--- src/rtl/pkt_sched_pkg.sv ---
package pkt_sched_pkg;

  localparam int CODE_W = 4;

  typedef logic [CODE_W-1:0] pktCode_t;

  // Packet type codes; the list order is set by software.
  localparam pktCode_t CODE_NULL    = 4'd0;
  localparam pktCode_t CODE_GENCTL  = 4'd1;
  localparam pktCode_t CODE_VIDINFO = 4'd2;
  localparam pktCode_t CODE_AUDINFO = 4'd3;
  localparam pktCode_t CODE_PRODUCT = 4'd5;
  localparam pktCode_t CODE_END     = 4'd15;

  // Bit k set: code k is transmittable.
  localparam logic [2**CODE_W-1:0] DEFAULT_SEND_MASK =
    (16'd1 << CODE_NULL) | (16'd1 << CODE_GENCTL) | (16'd1 << CODE_VIDINFO) |
    (16'd1 << CODE_AUDINFO) | (16'd1 << CODE_PRODUCT);

  // Strobes from control to datapath.
  typedef struct packed {
    logic clearIdx;
    logic advIdx;
    logic loadReq;
  } schedCtl_t;

  // Classification of the current slot, datapath to control.
  typedef struct packed {
    logic isEnd;
    logic isSend;
    logic isLast;
  } slotStat_t;

  typedef enum logic [1:0] {
    ST_IDLE = 2'd0,
    ST_SCAN = 2'd1,
    ST_WAIT = 2'd2
  } schedState_t;

endpackage

--- src/rtl/pkt_sched_datapath.sv ---
module pkt_sched_datapath
  import pkt_sched_pkg::*;
#(
  parameter int CODE_BITS     = CODE_W,
  parameter int SLOTS_PER_REG = 4,
  parameter int NUM_REGS      = 2,
  parameter logic [2**CODE_BITS-1:0] SEND_MASK = DEFAULT_SEND_MASK,
  parameter logic [CODE_BITS-1:0] END_CODE = CODE_END,
  localparam int REG_W = SLOTS_PER_REG * CODE_BITS,
  localparam int TOTAL = NUM_REGS * SLOTS_PER_REG
) (
  input  logic clk,
  input  logic rst,
  input  schedCtl_t ctl,
  input  logic [NUM_REGS-1:0][REG_W-1:0] slotRegs,
  output slotStat_t stat,
  output logic reqStrobe,
  output logic [CODE_BITS-1:0] pktType
);

  localparam int IDX_W = (TOTAL > 1) ? $clog2(TOTAL) : 1;
  localparam logic [IDX_W-1:0] LAST_IDX = IDX_W'(TOTAL - 1);

  logic [CODE_BITS-1:0] slotArr [TOTAL];
  logic [IDX_W-1:0] slotIdx;
  logic [CODE_BITS-1:0] curCode;

  // Flatten the words into one ordered slot list: word 0 first.
  for (genvar r = 0; r < NUM_REGS; r++) begin : g_reg
    for (genvar s = 0; s < SLOTS_PER_REG; s++) begin : g_slot
      assign slotArr[r*SLOTS_PER_REG + s] = slotRegs[r][s*CODE_BITS +: CODE_BITS];
    end
  end

  assign curCode     = slotArr[slotIdx];
  assign stat.isEnd  = (curCode == END_CODE);
  assign stat.isSend = SEND_MASK[curCode];
  assign stat.isLast = (slotIdx == LAST_IDX);

  always_ff @(posedge clk) begin
    if (rst) begin
      slotIdx   <= '0;
      reqStrobe <= 1'b0;
      pktType   <= '0;
    end else begin
      reqStrobe <= ctl.loadReq;
      if (ctl.loadReq) pktType <= curCode;
      if (ctl.clearIdx)    slotIdx <= '0;
      else if (ctl.advIdx) slotIdx <= slotIdx + 1'b1;
    end
  end

  AST_REQ_SINGLE_CYCLE: assert property (@(posedge clk) disable iff (rst)
    reqStrobe |=> !reqStrobe);
  AST_REQ_CODE_SENDABLE: assert property (@(posedge clk) disable iff (rst)
    reqStrobe |-> SEND_MASK[pktType]);
  AST_IDX_NO_WRAP: assert property (@(posedge clk) disable iff (rst)
    ctl.advIdx |-> !stat.isLast);

endmodule

--- src/rtl/pkt_sched_control.sv ---
module pkt_sched_control
  import pkt_sched_pkg::*;
(
  input  logic clk,
  input  logic rst,
  input  logic blankStart,
  input  logic pktDone,
  input  slotStat_t stat,
  output schedCtl_t ctl,
  output logic busy
);

  schedState_t state, stateNext;

  always_comb begin
    stateNext = state;
    ctl = '0;
    unique case (state)
      ST_IDLE: begin
        if (blankStart) begin
          ctl.clearIdx = 1'b1;
          stateNext = ST_SCAN;
        end
      end
      ST_SCAN: begin
        if (stat.isEnd) begin
          stateNext = ST_IDLE;
        end else if (stat.isSend) begin
          ctl.loadReq = 1'b1;
          stateNext = ST_WAIT;
        end else if (stat.isLast) begin
          stateNext = ST_IDLE;
        end else begin
          ctl.advIdx = 1'b1;
        end
      end
      ST_WAIT: begin
        if (pktDone) begin
          if (stat.isLast) begin
            stateNext = ST_IDLE;
          end else begin
            ctl.advIdx = 1'b1;
            stateNext = ST_SCAN;
          end
        end
      end
      default: stateNext = ST_IDLE;
    endcase
  end

  always_ff @(posedge clk) begin
    if (rst) state <= ST_IDLE;
    else     state <= stateNext;
  end

  assign busy = (state != ST_IDLE);

  AST_START_FROM_IDLE: assert property (@(posedge clk) disable iff (rst)
    (!busy && blankStart) |=> busy);
  AST_WAIT_FOR_DONE: assert property (@(posedge clk) disable iff (rst)
    (state == ST_WAIT && !pktDone) |=> (state == ST_WAIT));
  AST_END_STOPS: assert property (@(posedge clk) disable iff (rst)
    (state == ST_SCAN && stat.isEnd) |=> !busy);
  AST_NO_RESTART: assert property (@(posedge clk) disable iff (rst)
    (busy && blankStart) |-> !ctl.clearIdx);
  AST_IDLE_DONE_IGNORED: assert property (@(posedge clk) disable iff (rst)
    (!busy && !blankStart && pktDone) |=> !busy);

endmodule

--- src/rtl/pkt_slot_scheduler.sv ---
module pkt_slot_scheduler
  import pkt_sched_pkg::*;
#(
  parameter int SLOTS_PER_REG = 4,
  localparam int REG_W = SLOTS_PER_REG * CODE_W
) (
  input  logic clk,
  input  logic rst,
  input  logic [REG_W-1:0] slotWordLo,
  input  logic [REG_W-1:0] slotWordHi,
  input  logic blankStart,
  input  logic pktDone,
  output logic reqStrobe,
  output logic [CODE_W-1:0] pktType,
  output logic busy
);

  schedCtl_t ctl;
  slotStat_t stat;
  logic [1:0][REG_W-1:0] slotRegs;

  assign slotRegs = {slotWordHi, slotWordLo};

  pkt_sched_control u_ctrl (
    .clk(clk),
    .rst(rst),
    .blankStart(blankStart),
    .pktDone(pktDone),
    .stat(stat),
    .ctl(ctl),
    .busy(busy)
  );

  pkt_sched_datapath #(
    .CODE_BITS(CODE_W),
    .SLOTS_PER_REG(SLOTS_PER_REG),
    .NUM_REGS(2)
  ) u_dp (
    .clk(clk),
    .rst(rst),
    .ctl(ctl),
    .slotRegs(slotRegs),
    .stat(stat),
    .reqStrobe(reqStrobe),
    .pktType(pktType)
  );

  AST_REQ_WHILE_BUSY: assert property (@(posedge clk) disable iff (rst)
    reqStrobe |-> busy);

endmodule

--- config.mk ---
export PLATFORM = sky130hd
export DESIGN_NAME = pkt_slot_scheduler
export DESIGN_NICKNAME = d
export VERILOG_FILES = /design/src/rtl/pkt_sched_pkg.sv /design/src/rtl/pkt_sched_datapath.sv /design/src/rtl/pkt_sched_control.sv /design/src/rtl/pkt_slot_scheduler.sv
export SDC_FILE = /design/constraint.sdc
export NUM_CORES = 1
export LEC_CHECK = 0
export CAP_MARGIN = 20
export CORE_MARGIN = 2
export CORE_UTILIZATION = 25
export CTS_BUF_LIST = sky130_fd_sc_hd__clkbuf_8 sky130_fd_sc_hd__clkbuf_16
export CTS_CLUSTER_SIZE = 20
export DETAILED_ROUTE_END_ITERATION = 10
export GPL_TIMING_DRIVEN = 0
export SETUP_SLACK_MARGIN = 0.3
export SYNTH_ARGS = -nofsm -noshare
export SYNTH_HDL_FRONTEND = slang
export SYNTH_HIERARCHICAL = 1
export SYNTH_SLANG_ARGS = --single-unit
--- constraint.sdc ---
create_clock -name clk -period 5.2 [get_ports clk]
set_clock_uncertainty 0.15 [all_clocks]
set_input_delay 1.04 -clock clk [delete_from_list [all_inputs] [get_ports clk]]
set_output_delay 1.04 -clock clk [all_outputs]
set_load 0.05 [all_outputs]
==> results.yml <==
cts:
  htree_num_levels: 1
  cts_root_buf: "clkbuf_8"
  post_cts_resized: 0
  cts.sinks: 10
  cts_tree: "done"
  numCtsBuffers: 3
  post_cts_buffers: 0
  clk-insertion-delay-late_ns: 0.24
  path_clk_slew_ns: 0.05
  clockBufferDepth: 2
  holdBufCountCts: 0
drt:
  vias: 722
  drc: 0
  vias_per_cell: 4.570
  wirelength_um: 1804
  dr.pass1.iters: 4
  antenna_left: 0
  drt_iter0_drc: 17
  routedWlPerCell_um: 11.42
global_route:
  grtUsageTotal: 0.1095
  antenna_found_initial: 0
  grt_max_degree: 10
  globalRouteOverflowTotal: 0
  grt_pass1_vias: 696
  grt_pass1_wl_um: 2898
floorplan:
  initial_core_util: 0.2587
  num_rows: 20
  io_pins: 42
  die_x_um: 59.98
  core_mm2: 0.003028
  die_h_um: 59.98
  dieArea_mm2: 0.003597
critical_path:
  required_ns: 5.16
  critPathSlowestCell: "or4b_4"
  reg2reg_slack_ns: 2.25
  path_cells: "clkdlybuf4s50_1 > mux4_2 > mux2_2 > a21oi_1 > nor2b_1 > or4b_4 > a21boi_1 > mux2i_1 > nor3_1"
  crit_path_max_fanout: 3
  worst-path-buf-inv: 1
  arrival_ns: 3.55
  setup.worst_path.start: "slotWordLo[12]"
  crit_path_max_incr_delay_ns: 0.52
  crit_family: "multiplexers"
  worstReg2RegEnd: "u_dp/slotIdx[1]"
  crit_cells: 9
  endpoint: "u_dp/slotIdx[1]"
  r2r_start: "u_dp/slotIdx[0]"
  reg2reg_depth: 9
  cp-end-kind: "flop"
  critPathLaunchType: "primary input"
  path_class: "primary input to flop"
placement:
  pre_cts_slack_ns: 1.335
  placed_cell_area_mm2: 0.001249
  hpwlAfterDp_um: 1484
  port_buffers: 41
  gp_congestion: 0.7196
finish:
  drive_gt1_frac: 0.1140
  diodes: 0
  nets: 157
  stdcell_area_mm2: 0.001304
  utilization: 0.4306
  layout-area-overhead-vs-synth_pct: 66.45
  fillers: 296
yosys:
  syn-cell-area_um2: 783.3
  ys_warn_count: 6
  synthDistinctLibCells: 25
  synth_top_cell_by_area: "dfxtp_1"
  synthesis.nets: 111
  synth-edff-count: 0
  synth-seq-cells: 10
  ys_seq_area_frac: 0.2556
  async_flop_share: 0
  synthCells: 69
  synthTopCellsByArea: "dfxtp_1 (26%), mux4_1 (13%), mux4_2 (12%), mux2i_1 (10%), ha_1 (9.6%)"
  synth_area_per_cell_um2: 11.35
  synthFlopType: "dfxtp_1"
  netlist.area_leader.share: 0.2556
timing:
  setup_viol: 0
  slew_headroom: 0.6686
  hold_violations: 0
  slew_viol_final: 0
  period_share: 0.6902
  period_minus_slack_ns: 3.589
  tightestPinTransition_ns: 0.4955
  tns_ns: 0
  finalWorstSetupSlack_ns: 1.611
  rsz0062_at_grt: "no"
  fmax_mhz: 278.6
status:
  status: "complete, no violations"
pwr:
  ir_drop_mv: 0.1030
  pwr_density_cell_mw_per_mm2: 287.0
  leakage_nw: 0.4746
worst_hold_path:
  hp-class: "flop to flop"
job:
  maxCapViolCount: 0
## kinds of logic after synthesis
kind of cell	Yosys count	synth area share
adders and majority gates	6	0.09584
and+or+nand+nor	19	0.1406
buffers and inverters	9	0.05430
AOI/OAI and AO/OA	7	0.07667
xor gates and xnor gates	1	0.01118
DFF	10	0.2556
muxes	17	0.3658
## cells in the mapped netlist (2+ instances only)
cell type / n
dfxtp_1: 10
mux2i_1: 8
ha_1: 6
nor2_1: 5
inv_1: 4
mux4_1: 4
mux4_2: 4
a211oi_1: 3
clkbuf_1: 3
nor2b_1: 3
nor3_1: 3
nand2_1: 2
nand2b_1: 2
## routing by layer
layer | routed length (um) | vias up | share of wire | GRT usage
li1 | - | 348 | - | -
met1 | 747 | 329 | 0.41 | 0.1286
met2 | 831 | 39 | 0.46 | 0.1817
met3 | 171 | 6 | 0.095 | 0.02165
met4 | 54 | 0 | 0.030 | 0.06667
met5 | 0 | - | 0 | 0
## worst min path at each step
stage,startpoint,end,slack [ns],cells past startpoint
final,u_dp/pktType[3],u_dp/pktType[3],0.33,2
after global routing,u_dp/pktType[3],u_dp/pktType[3],0.40,2
after CTS,u_dp/pktType[3],u_dp/pktType[3],0.34,2
after detailed placement,u_dp/pktType[3],u_dp/pktType[3],0.33,2
after global placement,u_dp/pktType[3],u_dp/pktType[3],0.33,2
after floorplan,u_ctrl/state[1],u_ctrl/state[1],0.33,2
## cells in the final DEF (no fill, tap or decap), drive strengths merged, types with 4 or more instances in the layout
master         synthesis  final
ha                     6      6
clkdlybuf4s50          0     41
dfxtp                 10     10
mux2i                  8      8
mux4                   8      8
clkbuf                 3      7
nor2                   5      5
inv                    4      4
## through the flow
step	hold WS (ns)	total power, W	std cells
finish	0.3316	0.0003741	158
CTS	0.3373	0.0003788	158
global placement	0.3251	0.0002741	154
global route	0.3978	0.0003947	158
detailed placement	0.3301	0.0002755	154
floorplan	0.3307	0.0002158	69
## power by group
part           internal (W)  total [W]  switching (W)
clock network     0.0000668   0.000100      0.0000335
logic             0.0000909   0.000177      0.0000859
registers         0.0000884  0.0000969     0.00000857
total              0.000246   0.000374       0.000128
## worst min-delay path, stage by stage, from the launching register on
cell and delay [ns]:
dfxtp_1 0.30, nor2_1 0.08, a211oi_1 0.05
## state kept, by name (all words and copies together), names as in the netlist
signal          flops
u_dp/reqStrobe      1
u_dp/slotIdx        3
u_ctrl/state        2
u_dp/pktType        4
## cell type report
class | count | area [um2] | area share
Multi-Input combinational cell | 50 | 540.5 | 0.4146
Timing Repair Buffer | 41 | 410.4 | 0.3148
Sequential cell | 10 | 200.2 | 0.1536
Clock buffer | 4 | 55.05 | 0.04223
Tap cell | 44 | 55.05 | 0.04223
Buffer | 5 | 27.53 | 0.02111
Inverter | 4 | 15.01 | 0.01152
Power figures use the tool's default switching activity.
